[src/rtl/ptw_pkg.sv]
package ptw_pkg;

    // Descriptor type field, bits [1:0]
    typedef enum logic [1:0] {
        DT_INVALID  = 2'd0,
        DT_PAGE     = 2'd1,
        DT_TABLE    = 2'd2,
        DT_INDIRECT = 2'd3
    } dtype_t;

    // Flag positions inside a descriptor
    localparam int USED_POS  = 2;
    localparam int WPROT_POS = 3;
    localparam int MOD_POS   = 4;
    localparam int SUPER_POS = 5;

    // Cache treatment attribute on the memory bus
    typedef enum logic [1:0] {
        ATTR_NONE       = 2'd0,
        ATTR_WT_NOALLOC = 2'd1,
        ATTR_NC_PUSH    = 2'd2
    } attr_t;

    typedef enum logic [1:0] {
        FLT_NONE    = 2'd0,
        FLT_INVALID = 2'd1,
        FLT_PROT    = 2'd2
    } fault_t;

    typedef enum logic [2:0] {
        ST_IDLE,
        ST_FETCH,
        ST_LOCK_RD,
        ST_LOCK_WR,
        ST_RESP
    } state_t;

endpackage

[src/rtl/ptw_addr_gen.sv]
module ptw_addr_gen #(
    parameter int VA_W  = 32,
    parameter int OFS_W = 12,
    parameter int L0_W  = 7,
    parameter int L1_W  = 7,
    parameter int L2_W  = 6
) (
    input  logic [VA_W-1:0] vaddr,
    input  logic [VA_W-1:0] base,
    input  logic [1:0]      level,
    output logic [VA_W-1:0] daddr
);
    localparam int LOW [3] = '{OFS_W + L2_W + L1_W, OFS_W + L2_W, OFS_W};
    localparam int WID [3] = '{L0_W, L1_W, L2_W};

    logic [VA_W-1:0] idx [3];
    logic [VA_W-1:0] sel;

    for (genvar g = 0; g < 3; g++) begin : g_lvl
        localparam logic [VA_W-1:0] MASK = (VA_W'(1) << WID[g]) - VA_W'(1);
        assign idx[g] = (vaddr >> LOW[g]) & MASK;
    end

    always_comb begin
        unique case (level)
            2'd0:    sel = idx[0];
            2'd1:    sel = idx[1];
            default: sel = idx[2];
        endcase
        daddr = base + (sel << 2);
    end
endmodule

[src/rtl/ptw_desc_eval.sv]
module ptw_desc_eval
    import ptw_pkg::*;
#(
    parameter int DW = 32
) (
    input  logic [DW-1:0] desc,
    input  logic          last_level,
    input  logic          acc_w,
    input  logic          acc_s,
    input  logic          is_write,
    input  logic          is_super,
    output logic          type_ok,
    output logic          w_next,
    output logic          s_next,
    output logic          need_u,
    output logic          need_m
);
    dtype_t dtype;
    logic   viol;
    logic   unused_hi;

    assign unused_hi = &{1'b0, desc[DW-1:SUPER_POS+1]};

    always_comb begin
        dtype   = dtype_t'(desc[1:0]);
        type_ok = last_level ? (dtype == DT_PAGE) : (dtype == DT_TABLE);
        w_next  = acc_w | desc[WPROT_POS];
        s_next  = acc_s | desc[SUPER_POS];
        viol    = (is_write && w_next) || (!is_super && s_next);
        need_u  = type_ok && !desc[USED_POS];
        need_m  = type_ok && last_level && is_write && !desc[MOD_POS] && !viol;
    end
endmodule

[src/rtl/ptw_walker.sv]
module ptw_walker
    import ptw_pkg::*;
#(
    parameter int VA_W  = 32,
    parameter int OFS_W = 12,
    parameter int L0_W  = 7,
    parameter int L1_W  = 7,
    parameter int L2_W  = 6
) (
    input  logic                clk,
    input  logic                rst_n,
    input  logic                req_valid,
    output logic                req_ready,
    input  logic [VA_W-1:0]     req_vaddr,
    input  logic                req_write,
    input  logic                req_super,
    input  logic [VA_W-1:0]     root_base,
    output logic                resp_valid,
    input  logic                resp_ready,
    output logic [VA_W-OFS_W-1:0] resp_frame,
    output logic [1:0]          resp_fault,
    output logic                mem_valid,
    input  logic                mem_ready,
    output logic [VA_W-1:0]     mem_addr,
    output logic                mem_we,
    output logic [VA_W-1:0]     mem_wdata,
    input  logic [VA_W-1:0]     mem_rdata,
    output logic                mem_lock,
    output logic [1:0]          mem_attr
);
    localparam int FRAME_W   = VA_W - OFS_W;
    localparam int IDX_MAX   = (L0_W > L1_W) ? ((L0_W > L2_W) ? L0_W : L2_W)
                                             : ((L1_W > L2_W) ? L1_W : L2_W);
    localparam int TBL_SHIFT = IDX_MAX + 2;
    localparam logic [1:0] LAST_LVL = 2'd2;

    state_t              state, state_d;
    logic [1:0]          level;
    logic [VA_W-1:0]     base_q, vaddr_q, wb_q;
    logic                write_q, super_q, acc_w, acc_s, upd_m;
    fault_t              fault_q;
    logic [FRAME_W-1:0]  frame_q;

    logic                last, ev_ok, ev_w, ev_s, ev_nu, ev_nm;
    logic                step_fire, prot_now;
    logic [VA_W-1:0]     adv_desc;
    logic                unused_lo;

    assign last = (level == LAST_LVL);

    ptw_addr_gen #(
        .VA_W(VA_W), .OFS_W(OFS_W), .L0_W(L0_W), .L1_W(L1_W), .L2_W(L2_W)
    ) u_addr (
        .vaddr(vaddr_q), .base(base_q), .level(level), .daddr(mem_addr)
    );

    ptw_desc_eval #(.DW(VA_W)) u_eval (
        .desc(mem_rdata), .last_level(last), .acc_w(acc_w), .acc_s(acc_s),
        .is_write(write_q), .is_super(super_q), .type_ok(ev_ok),
        .w_next(ev_w), .s_next(ev_s), .need_u(ev_nu), .need_m(ev_nm)
    );

    // Step to next level or finish: from a fetch needing no update, or after a write-back
    always_comb begin
        adv_desc  = (state == ST_FETCH) ? mem_rdata : wb_q;
        prot_now  = (state == ST_FETCH)
                  ? ((write_q && ev_w) || (!super_q && ev_s))
                  : ((write_q && acc_w) || (!super_q && acc_s));
        step_fire = (state == ST_FETCH && mem_ready && ev_ok && !(ev_nu || ev_nm))
                 || (state == ST_LOCK_WR && mem_ready);
    end
    assign unused_lo = &{1'b0, adv_desc[TBL_SHIFT-1:0]};

    // Next-state logic
    always_comb begin
        state_d = state;
        unique case (state)
            ST_IDLE:    if (req_valid) state_d = ST_FETCH;
            ST_FETCH:   if (mem_ready) begin
                            if (!ev_ok)             state_d = ST_RESP;
                            else if (ev_nu || ev_nm) state_d = ST_LOCK_RD;
                            else if (last)          state_d = ST_RESP;
                            else                    state_d = ST_FETCH;
                        end
            ST_LOCK_RD: if (mem_ready) state_d = ST_LOCK_WR;
            ST_LOCK_WR: if (mem_ready) state_d = last ? ST_RESP : ST_FETCH;
            ST_RESP:    if (resp_ready) state_d = ST_IDLE;
            default:    state_d = ST_IDLE;
        endcase
    end

    // State register
    always_ff @(posedge clk) begin
        if (!rst_n) state <= ST_IDLE;
        else        state <= state_d;
    end

    // Walk datapath
    always_ff @(posedge clk) begin
        if (!rst_n) begin
            level   <= '0;
            base_q  <= '0;
            vaddr_q <= '0;
            wb_q    <= '0;
            write_q <= 1'b0;
            super_q <= 1'b0;
            acc_w   <= 1'b0;
            acc_s   <= 1'b0;
            upd_m   <= 1'b0;
            fault_q <= FLT_NONE;
            frame_q <= '0;
        end else begin
            unique case (state)
                ST_IDLE: if (req_valid) begin
                    vaddr_q <= req_vaddr;
                    write_q <= req_write;
                    super_q <= req_super;
                    base_q  <= root_base;
                    level   <= '0;
                    acc_w   <= 1'b0;
                    acc_s   <= 1'b0;
                    fault_q <= FLT_NONE;
                    frame_q <= '0;
                end
                ST_FETCH: if (mem_ready) begin
                    wb_q <= mem_rdata;
                    if (!ev_ok) begin
                        fault_q <= FLT_INVALID;
                    end else begin
                        acc_w <= ev_w;
                        acc_s <= ev_s;
                        upd_m <= ev_nm;
                    end
                end
                ST_LOCK_RD: if (mem_ready) begin
                    wb_q <= mem_rdata
                          | (VA_W'(1) << USED_POS)
                          | (upd_m ? (VA_W'(1) << MOD_POS) : '0);
                end
                default: ;
            endcase
            if (step_fire) begin
                if (last) begin
                    frame_q <= adv_desc[VA_W-1:OFS_W];
                    fault_q <= prot_now ? FLT_PROT : FLT_NONE;
                end else begin
                    base_q <= {adv_desc[VA_W-1:TBL_SHIFT], {TBL_SHIFT{1'b0}}};
                    level  <= level + 2'd1;
                end
            end
        end
    end

    // Outputs
    always_comb begin
        req_ready  = 1'b0;
        resp_valid = 1'b0;
        mem_valid  = 1'b0;
        mem_we     = 1'b0;
        mem_lock   = 1'b0;
        mem_attr   = ATTR_NONE;
        unique case (state)
            ST_IDLE:    req_ready = 1'b1;
            ST_FETCH:   begin mem_valid = 1'b1; mem_attr = ATTR_WT_NOALLOC; end
            ST_LOCK_RD: begin mem_valid = 1'b1; mem_lock = 1'b1; mem_attr = ATTR_NC_PUSH; end
            ST_LOCK_WR: begin mem_valid = 1'b1; mem_lock = 1'b1; mem_we = 1'b1;
                              mem_attr = ATTR_NC_PUSH; end
            ST_RESP:    resp_valid = 1'b1;
            default: ;
        endcase
    end
    assign mem_wdata  = wb_q;
    assign resp_frame = frame_q;
    assign resp_fault = fault_q;

    // Assertions
    assert_bus_hold_R10: assert property (@(posedge clk) disable iff (!rst_n)
        mem_valid && !mem_ready |=> mem_valid && $stable(mem_addr) && $stable(mem_we)
        && $stable(mem_wdata) && $stable(mem_lock) && $stable(mem_attr));
    assert_write_locked_R3: assert property (@(posedge clk) disable iff (!rst_n)
        mem_valid && mem_we |-> mem_lock);
    assert_unlock_after_write_R3: assert property (@(posedge clk) disable iff (!rst_n)
        $fell(mem_lock) |-> $past(mem_valid && mem_we && mem_ready));
    assert_lock_starts_read_R4: assert property (@(posedge clk) disable iff (!rst_n)
        $rose(mem_lock) |-> mem_valid && !mem_we);
    assert_wb_sets_used_R1: assert property (@(posedge clk) disable iff (!rst_n)
        mem_valid && mem_we |-> mem_wdata[USED_POS]);
    assert_plain_attr_R5: assert property (@(posedge clk) disable iff (!rst_n)
        mem_valid && !mem_lock |-> mem_attr == ATTR_WT_NOALLOC);
    assert_locked_attr_R6: assert property (@(posedge clk) disable iff (!rst_n)
        mem_valid && mem_lock |-> mem_attr == ATTR_NC_PUSH);
    assert_resp_quiet_bus_R7: assert property (@(posedge clk) disable iff (!rst_n)
        resp_valid |-> !mem_valid && !mem_lock);
    assert_resp_hold_R11: assert property (@(posedge clk) disable iff (!rst_n)
        resp_valid && !resp_ready |=> resp_valid && $stable(resp_fault) && $stable(resp_frame));
    assert_single_walk_R11: assert property (@(posedge clk) disable iff (!rst_n)
        (resp_valid || mem_valid) |-> !req_ready);
endmodule

[config.mk]
export PLATFORM = sky130hd
export DESIGN_NAME = ptw_walker
export DESIGN_NICKNAME = d
export VERILOG_FILES = /design/src/rtl/ptw_pkg.sv /design/src/rtl/ptw_addr_gen.sv /design/src/rtl/ptw_desc_eval.sv /design/src/rtl/ptw_walker.sv
export SDC_FILE = /design/constraint.sdc
export NUM_CORES = 1
export LEC_CHECK = 0
export CORE_MARGIN = 2
export CORE_UTILIZATION = 45
export CTS_CLUSTER_SIZE = 14
export DETAILED_ROUTE_END_ITERATION = 8
export DONT_BUFFER_PORTS = 1
export SYNTH_ARGS = -nofsm -noshare
export SYNTH_HDL_FRONTEND = slang
export SYNTH_SLANG_ARGS = --single-unit
export TNS_END_PERCENT = 100
[constraint.sdc]
create_clock -name clk -period 4.8 [get_ports clk]
set_clock_uncertainty 0.15 [all_clocks]
set_input_delay 0.96 -clock clk [delete_from_list [all_inputs] [get_ports clk]]
set_output_delay 0.96 -clock clk [all_outputs]
set_load 0.01 [all_outputs]
==> impl_metrics.ini, run 1 <==
[outcome]
outcome = complete, no violations

[timing]
max_slew.worst_pin.slew_ps = 1149
rsz_0062_raised_after_global_routing = no
slew_headroom = 0.2339
layout_worst_path_cycle_share = 0.9544
report.final.hold_viol_count = 0
fin_crit_ps = 4581
max_freq_mhz = 218.3
final-max-slew-violation-count = 0
endpoints_failing_setup = 0
total_negative_slack_for_setup_checks_ps = 0
setup_slack_ps = 218.8

[placed_design]
detailed_place.area_um2 = 6026
routabilityCongestion = 0.9032
port_buffers = 0
dp.cells = 910
hpwl_um = 11660
post_place_setup_slack_ps = 688.3

[cts]
clk_latency_ps = 410
tritoncts_num_sinks = 116
cts-buffers-inserted = 17
depth_of_the_cts_h_tree = 4
cts_resized = 0
clock_tree.buffer_depth = 2
cts_tree = built
postCtsHoldBufs = 0
clock_tree.root_cell = sky130_fd_sc_hd__clkbuf_16
post_cts_repair_timing_setup_buffer_count = 0
worst_setup_hold_path_clk_slew_ps = 50

[setup_path]
timing.critical_path.slowest_cell_delay_ps = 690
worst-endpoint-arrival_ps = 3470
path_class = register to primary output
required_ps = 3690
worstSetupStartpointType = register
timing.critical_path.slowest_stage_cell = sky130_fd_sc_hd__dfxtp_1
cp_num_buf_inv = 1
worst-path-max-fanout = 13
critPathTopFamily = compound AO/OA/AOI/OAI gates
timing.critical_path.cells = mux2i_1 > o21ai_0 > ha_1 > inv_1 > fa_1 > nor2b_1 > o31a_1 > a32o_1 > nand4_1 > xnor2_1
worst_setup_end_kind = primary output

[logic_synthesis]
syn_nets = 901
ys_ff_latch = 116
synth_seq_area_share = 0.3823
synth_compound_gate_area_share = 0.2237
synthXorXnorAreaFrac = 0.04037
yosys-mux-area-fraction = 0.01483
ys_dominant_reg_cell = sky130_fd_sc_hd__dfxtp_1
post_synth_num_cell_types = 59
synthArstFlopShare = 0
synth_adder_area_share = 0.01771
synthesis.yosys.warnings = 0
synth_edf_count = 0
post_synth.cell_area_avg_um2 = 7.689
synth-simple-area-share = 0.2612
netlist_area_um2 = 6075
synthesis.instances = 790
synth_top_family_by_area = simple AND/OR/NAND/NOR gates

[routing]
dr.first_iter.drc_count = 313
route.final.wire_length_um = 16080
drc = 0
avgViaCountPerCell = 5.529
num_vias = 5208
drtAntennaViolNets = 0
route.detailed.wl_per_inst_um = 17.07
number_of_detailed_route_iterations_in_the_first_pass = 5

[floorplan]
initial_core_util = 0.4605
floorplan.core_area_um2 = 13190
floorplan.die.width_um = 120.2
die_h_um = 120.2
top_level_ports = 196
design.die.area_um2 = 14440
floorplan.rows = 42

[final_layout]
antennaDiodeCount = 0
drive_above_1_share = 0.06397
area.growth.synth_to_final_pct = 9.598
post_route_non_filler_standard_cell_count = 942
layout.cell_area.non_filler_um2 = 6658
design.final.nets = 864

[grt]
gr-total-overflow = 0
grt_pass1_vias = 4928
first_pass_grt_wire_length_um = 25400
grt_max_degree = 108
track_usage = 0.2245
antenna_found_initial = 0

[hold_path]
hold_path_class = register to register

[power_and_ir_drop]
post_route_total_power_mw = 2.670
power_density_nw_per_um2 = 401.1
power.ir.vdd_worst_mv = 0.1971
power.static_leakage_nw = 2.414

[flow_run]
maxCapViolCount = 0
==> through the flow <==
| stage | utilization | hold WS, ps |
|---|---|---|
| final | 0.5047 | 312.6 |
| after global routing | 0.5047 | 336.5 |
| after global placement | 0.4568 | 297.5 |
| after floorplan | - | 286.7 |
| after detailed placement | 0.4568 | 305.9 |
| after CTS | 0.5047 | 314.1 |
==> flip-flops by register name, summed over array words and instances (netlist names), named ones only <==
register	flops
acc_s	1
acc_w	1
base_q	32
level	1
mem_wdata	32
resp_fault	2
resp_frame	20
state	3
super_q	1
upd_m	1
vaddr_q	20
write_q	1
==> cell families after synthesis <==
kind of cell	Yosys count
AO/OA/AOI/OAI	199
XOR/XNOR	28
adder cells (fa/ha/maj)	8
buffers and inverters	71
flip-flops	116
multiplexers	9
AND/OR/NAND/NOR	359
==> per-layer routing <==
metal  wire length, um  up-vias  GRT usage  part of all wire
li1                  -     2583          -                 -
met1              7521     2408     0.3130              0.47
met2              6859      201     0.3239              0.43
met3              1463       16    0.07877             0.091
met4               233        0    0.07132             0.014
met5                 0        -          0                 0
==> layout by cell type (no fill, tap or decap), types with 3 or more instances in the layout <==
cell / count
sky130_fd_sc_hd__nor2_1: 21
sky130_fd_sc_hd__dfxtp_1: 116
sky130_fd_sc_hd__xor2_1: 7
sky130_fd_sc_hd__inv_1: 9
sky130_fd_sc_hd__xnor2_1: 21
sky130_fd_sc_hd__nand2_1: 265
sky130_fd_sc_hd__nand4_1: 6
sky130_fd_sc_hd__mux2i_1: 9
sky130_fd_sc_hd__nor2b_1: 7
sky130_fd_sc_hd__and4_1: 5
sky130_fd_sc_hd__nand3_1: 12
sky130_fd_sc_hd__nor3_1: 5
sky130_fd_sc_hd__a21oi_1: 42
sky130_fd_sc_hd__ha_1: 7
sky130_fd_sc_hd__o21a_1: 4
sky130_fd_sc_hd__clkbuf_16: 17
sky130_fd_sc_hd__and2_1: 3
sky130_fd_sc_hd__clkbuf_8: 6
sky130_fd_sc_hd__a211oi_1: 3
sky130_fd_sc_hd__o211ai_1: 3
sky130_fd_sc_hd__buf_4: 5
sky130_fd_sc_hd__nand3b_1: 4
sky130_fd_sc_hd__nand2b_1: 4
sky130_fd_sc_hd__clkinv_2: 3
sky130_fd_sc_hd__o21ai_0: 39
sky130_fd_sc_hd__a31oi_1: 3
sky130_fd_sc_hd__and3_1: 12
sky130_fd_sc_hd__a21boi_0: 61
sky130_fd_sc_hd__a22o_1: 20
sky130_fd_sc_hd__bufinv_16: 3
sky130_fd_sc_hd__a21boi_1: 11
==> cell usage after synthesis, drive strengths merged (2+ instances only) <==
cell type	count	share of area
nand2	267	0.17
dfxtp	116	0.38
a21boi	73	0.091
a21oi	42	0.035
o21ai	40	0.033
buf	33	0.035
clkbuf	28	0.018
nor2	21	0.013
xnor2	21	0.030
a22o	20	0.029
and3	12	0.012
nand3	12	0.0099
inv	9	0.0056
mux2i	9	0.015
ha	7	0.014
nor2b	7	0.0072
xor2	7	0.010
nand4	6	0.0062
and4	5	0.0072
nand2b	5	0.0064
nor3	5	0.0041
o21a	5	0.0074
and2	4	0.0041
nand3b	4	0.0049
a211oi	3	0.0037
a31oi	3	0.0031
o211ai	3	0.0037
nand4bb	2	0.0064
nor4b	2	0.0039
or3b	2	0.0029
==> power by group <==
group	internal, mW	switching [mW]	leakage (nW)
clock	0.896	0.428	0.308
combinational	0.0987	0.176	1.16
sequential	1.02	0.0563	0.945
total	2.01	0.660	2.41
==> worst paths after layout <==
kind / start / endpoint / slack [ps] / cells past startpoint
setup / recovery: register / mem_addr[28] / 220 / 10
hold / removal: vaddr_q[20] / vaddr_q[20] / 310 / 2
hold reg to reg: vaddr_q[20] / vaddr_q[20] / 310 / 2
setup reg to reg: register / resp_fault[1] / 1890 / 6
==> layout make-up <==
cell class	count	area, um2
tap	176	220.2
timing repair buffer	5	37.54
clock inverter	8	120.1
fill	1305	6533
inverter	10	42.54
clock buffer	24	511.7
multi-input combinational	603	3403
sequential	116	2322
==> worst reg2reg max path: cells and delay by family, from the launching register on <==
kind,cells,cell delay (ps)
AO/OA/AOI/OAI,3,1350
flip-flops,1,690
AND/OR/NAND/NOR,2,380
buffers and inverters,1,270
Note: power is estimated with default switching activity, not from simulation.
==> inputs of run 2 (changes only) <==
- CORE_ASPECT_RATIO: not set -> 2
- TNS_END_PERCENT: 100 -> 20
==> impl_metrics.ini, run 2 (synthesis results as in run 1) <==
[cts]
worst_setup_hold_path_clk_slew_ps = 50
post_cts_repair_timing_setup_buffer_count = 0
cts_tree = built
depth_of_the_cts_h_tree = 4
tritoncts_num_sinks = 116
clock_tree.root_cell = sky130_fd_sc_hd__clkbuf_16
clock_tree.buffer_depth = 2
cts-buffers-inserted = 17
cts_resized = 0
postCtsHoldBufs = 0
clk_latency_ps = 400

[power_and_ir_drop]
switching_share = 0.2572
power.ir.vdd_worst_mv = 0.2289
power.share.combinational = 0.103
cell_internal_pwr_mw = 1.958
power.static_leakage_nw = 2.403
power_density_nw_per_um2 = 398.3
power.sequential.fraction = 0.406
clockPowerShare = 0.491
switching_power_mw = 0.6781

[final_layout]
multi_input_area_um2 = 3403
layout.cell_area.non_filler_um2 = 6619
register_area_um2 = 2323
drive_above_1_share = 0.06649
antennaDiodeCount = 0
area.growth.synth_to_final_pct = 8.960
layout.cells.most_common_list = sky130_fd_sc_hd__nand2_1 (265), sky130_fd_sc_hd__dfxtp_1 (115), sky130_fd_sc_hd__a21boi_0 (61)
most_common_cell_after_layout_fill_and_taps_aside = sky130_fd_sc_hd__nand2_1
design.final.nets = 865
nFillCells = 1361

[timing]
endpoints_failing_setup = 0
fin_crit_ps = 4299
max_freq_mhz = 232.6
total_negative_slack_for_setup_checks_ps = 0
rsz_0062_raised_after_global_routing = no
slew_headroom = 0.3644
report.final.hold_viol_count = 0
layout_worst_path_cycle_share = 0.8956
final-max-slew-violation-count = 0
max_slew.worst_pin.slew_ps = 953.4
fin_worst_hold_slack_ps = 310.1

[floorplan]
floorplan.rows = 60
floorplan.core_area_um2 = 13290
initial_core_util = 0.4572
top_level_ports = 196
die_h_um = 168.3
design.die.area_um2 = 14500
floorplan.die.width_um = 86.16

[routing]
avgViaCountPerCell = 5.449
drc = 0
drtAntennaViolNets = 0
dr.first_iter.drc_count = 218
number_of_detailed_route_iterations_in_the_first_pass = 4
route.final.wire_length_um = 15490
route.detailed.wl_per_inst_um = 16.80
num_vias = 5024

[placed_design]
hpwl_um = 11050
detailed_place.area_um2 = 6007
port_buffers = 0
routabilityCongestion = 0.8379

[hold_path]
hold_path_class = register to register
holdPathStages = 2

[grt]
track_usage = 0.2153
grt_pass1_vias = 4726
gr-total-overflow = 0
first_pass_grt_wire_length_um = 24810
antenna_found_initial = 0
grt_max_degree = 108

[setup_path]
critPathTopFamily = compound AO/OA/AOI/OAI gates
worst-endpoint-arrival_ps = 3190
critical_path_cell_count = 10
cp_num_buf_inv = 1
timing.critical_path.slowest_stage_cell = sky130_fd_sc_hd__dfxtp_1
required_ps = 3690
worstSetupStartpointType = register
timing.critical_path.slowest_cell_delay_ps = 650
worst-path-max-fanout = 18
path_class = register to primary output
worst-r2r-cell-count = 5
worst_setup_end_kind = primary output
timing.critical_path.cells = nand2_1 > o21ai_0 > ha_1 > inv_1 > fa_1 > nor2b_1 > o31a_1 > a32o_1 > nand3_1 > xnor2_1

[flow_run]
maxCapViolCount = 0

[outcome]
outcome = complete, no violations
[run 2: changes by cell type in the layout (fill, tap and decap cells not counted)]
cell / previous run / this run
sky130_fd_sc_hd__buf_4: 5 / 6
sky130_fd_sc_hd__clkbuf_8: 6 / 2
sky130_fd_sc_hd__clkinv_4: 1 / 3
sky130_fd_sc_hd__clkinvlp_4: 2 / 3
sky130_fd_sc_hd__dfxtp_1: 116 / 115
sky130_fd_sc_hd__dfxtp_2: 0 / 1
sky130_fd_sc_hd__inv_6: 0 / 1
[run 2: metrics by stage]
step / setup WS (ps) / power [mW] / utilization / std cells
2_1_floorplan: 986.9 / 1.320 / - / 790
3_3_place_gp: 732.5 / 1.359 / 0.4521 / 890
3_5_place_dp: 706.6 / 1.366 / 0.4521 / 890
4_1_cts: 264.0 / 2.669 / 0.4980 / 922
5_1_grt: 148.4 / 2.756 / 0.4981 / 922
6_report: 501.2 / 2.637 / 0.4981 / 922
[run 2: area by class of cell]
cell class | count | area share
multi-input cells | 603 | 0.5142
flip-flops and latches | 116 | 0.3510
clock buffers | 20 | 0.06900
well taps | 155 | 0.02930
clock inverters | 12 | 0.02325
repair buffers | 6 | 0.006805
inverters | 10 | 0.006427
[run 2: final timing paths]
path | from | to | slack [ps]
max | level[1] | mem_addr[24] | 500
min | vaddr_q[19] | vaddr_q[19] | 310
max reg2reg | state[1] | base_q[13] | 2240
min reg2reg | vaddr_q[19] | vaddr_q[19] | 310
[run 2: worst register-to-register path, cell delays in order, from the launching register on]
cell and delay [ps]:
sky130_fd_sc_hd__dfxtp_1 420, sky130_fd_sc_hd__nor3_1 560, sky130_fd_sc_hd__and2_2 880, sky130_fd_sc_hd__nand2_1 180, sky130_fd_sc_hd__a21oi_1 170, sky130_fd_sc_hd__a22o_1 130
[run 2: per-layer routing]
layer | routed length, um | part of all wire | GRT usage | up-vias
li1 | - | - | - | 2572
met1 | 6864 | 0.44 | 0.2840 | 2277
met2 | 7121 | 0.46 | 0.3269 | 164
met3 | 1337 | 0.086 | 0.08382 | 11
met4 | 166 | 0.011 | 0.05866 | 0
met5 | 0 | 0 | 0 | -
[run 2: power groups by stage]
stage | sequential, mW | clock [mW] | combinational (mW)
2_1_floorplan | 1.07 | 0 | 0.249
3_3_place_gp | 1.09 | 0 | 0.271
3_5_place_dp | 1.09 | 0 | 0.277
4_1_cts | 1.07 | 1.32 | 0.278
5_1_grt | 1.08 | 1.37 | 0.309
6_report | 1.07 | 1.29 | 0.273
==> inputs of run 3 (changes only) <==
- CORE_ASPECT_RATIO: 2 -> 0.7
==> impl_metrics.ini, run 3 (synthesis results as in run 1) <==
[routing]
route.final.wire_length_um = 16910
drtAntennaViolNets = 0
num_vias = 5277
route.detailed.wl_per_inst_um = 17.81
dr.first_iter.drc_count = 255
drc = 0
avgViaCountPerCell = 5.561
number_of_detailed_route_iterations_in_the_first_pass = 5

[final_layout]
area.growth.synth_to_final_pct = 9.083
drive_above_1_share = 0.06160
most_common_cell_after_layout_fill_and_taps_aside = sky130_fd_sc_hd__nand2_1
layout.cell_area.non_filler_um2 = 6626
layout.cells.most_common_list = sky130_fd_sc_hd__nand2_1 (265), sky130_fd_sc_hd__dfxtp_1 (116), sky130_fd_sc_hd__a21boi_0 (61)
design.final.nets = 864

[setup_path]
path_class = register to primary output
crit_path_end = mem_addr[30]
worst-path-max-fanout = 13
worst_r2r_endpoint = base_q[9]
worst-r2r-cell-count = 5
worstSetupStartpointType = register
worst_setup_end_kind = primary output
setup.reg_to_reg.worst_slack_ps = 1760
worst-endpoint-arrival_ps = 3310
required_ps = 3690

[cts]
clock_tree.root_cell = sky130_fd_sc_hd__clkbuf_16
depth_of_the_cts_h_tree = 4
clock_tree.buffer_depth = 2
worst_setup_hold_path_clk_slew_ps = 50
cts_resized = 0
tritoncts_num_sinks = 116
post_cts_repair_timing_setup_buffer_count = 0
clk_latency_ps = 410
postCtsHoldBufs = 0
cts-buffers-inserted = 17
cts_tree = built

[grt]
track_usage = 0.2353
grt_max_degree = 108
antenna_found_initial = 0
first_pass_grt_wire_length_um = 26140
grt_pass1_vias = 4757
gr-total-overflow = 0

[power_and_ir_drop]
power_density_nw_per_um2 = 395.6
power.static_leakage_nw = 2.392
power.ir.vdd_worst_mv = 0.2430
post_route_total_power_mw = 2.622

[timing]
layout_worst_path_cycle_share = 0.9216
fin_worst_hold_slack_ps = 311.0
endpoints_failing_setup = 0
final-max-slew-violation-count = 0
report.final.hold_viol_count = 0
fin_crit_ps = 4424
rsz_0062_raised_after_global_routing = no
total_negative_slack_for_setup_checks_ps = 0
slew_headroom = 0.2145
max_freq_mhz = 226.0
max_slew.worst_pin.slew_ps = 1178

[flow_run]
maxCapViolCount = 0

[floorplan]
top_level_ports = 196
floorplan.core_area_um2 = 13180
initial_core_util = 0.4608
design.die.area_um2 = 14460
die_h_um = 101.2
floorplan.rows = 35
floorplan.die.width_um = 142.9

[hold_path]
hold_path_class = register to register
holdPathStages = 2

[outcome]
outcome = complete, no violations

[placed_design]
detailed_place.area_um2 = 6037
routabilityCongestion = 0.8858
hpwl_um = 12270
port_buffers = 0
run 3: cell count changes in the layout (fill, tap and decap cells not counted):
| cell | previous run | this run |
|---|---|---|
| sky130_fd_sc_hd__buf_4 | 6 | 5 |
| sky130_fd_sc_hd__clkbuf_1 | 1 | 0 |
| sky130_fd_sc_hd__clkinv_2 | 3 | 4 |
| sky130_fd_sc_hd__clkinv_4 | 3 | 2 |
| sky130_fd_sc_hd__clkinvlp_4 | 3 | 2 |
| sky130_fd_sc_hd__dfxtp_1 | 115 | 116 |
| sky130_fd_sc_hd__dfxtp_2 | 1 | 0 |
| sky130_fd_sc_hd__diode_2 | 0 | 1 |
| sky130_fd_sc_hd__inv_6 | 1 | 0 |
run 3: worst min path at each step:
stage / from / endpoint
after floorplan: base_q[0] / base_q[0]
after global placement: base_q[8] / base_q[8]
after detailed placement: base_q[8] / base_q[8]
after CTS: base_q[8] / base_q[8]
after global routing: vaddr_q[17] / vaddr_q[17]
final: vaddr_q[30] / vaddr_q[30]
run 3: critical path: stages (launching register included):
cell,delay [ps]
sky130_fd_sc_hd__dfxtp_1,680
sky130_fd_sc_hd__mux2i_1,140
sky130_fd_sc_hd__o21ai_0,170
sky130_fd_sc_hd__ha_1,210
sky130_fd_sc_hd__inv_1,70
sky130_fd_sc_hd__fa_1,410
sky130_fd_sc_hd__nor2b_1,170
sky130_fd_sc_hd__o31a_1,210
sky130_fd_sc_hd__a32o_1,370
sky130_fd_sc_hd__nand4_1,170
sky130_fd_sc_hd__xnor2_1,300
run 3: metrics by stage:
step             util  std cells  worst slack [ps]
2_1_floorplan       -        790             986.9
3_3_place_gp   0.4580        919             847.9
3_5_place_dp   0.4580        919             792.5
4_1_cts        0.5025        948             346.3
5_1_grt        0.5025        948             96.78
6_report       0.5027        949             376.1
run 3: area by class of cell:
cell class	instances	area [um2]
antenna	1	2.502
clock inverter	10	133.9
tap	185	231.5
inverter	10	42.54
timing repair buffer	5	37.54
clock buffer	19	452.9
sequential	116	2322
multi-input combinational	603	3403
fill	1276	6555
run 3: layer usage:
| metal | wire [um] | vias up | share of wire | track usage |
|---|---|---|---|---|
| li1 | - | 2584 | - | - |
| met1 | 8323 | 2462 | 0.49 | 0.3462 |
| met2 | 6758 | 213 | 0.40 | 0.3254 |
| met3 | 1593 | 18 | 0.094 | 0.07139 |
| met4 | 231 | 0 | 0.014 | 0.07997 |
| met5 | 0 | - | 0 | 0 |
run 3: report_power, final:
part	internal, mW	total [mW]	switching, mW
clock	0.831	1.27	0.438
sequential	1.01	1.07	0.0581
combinational	0.0991	0.280	0.181
total	1.94	2.62	0.677
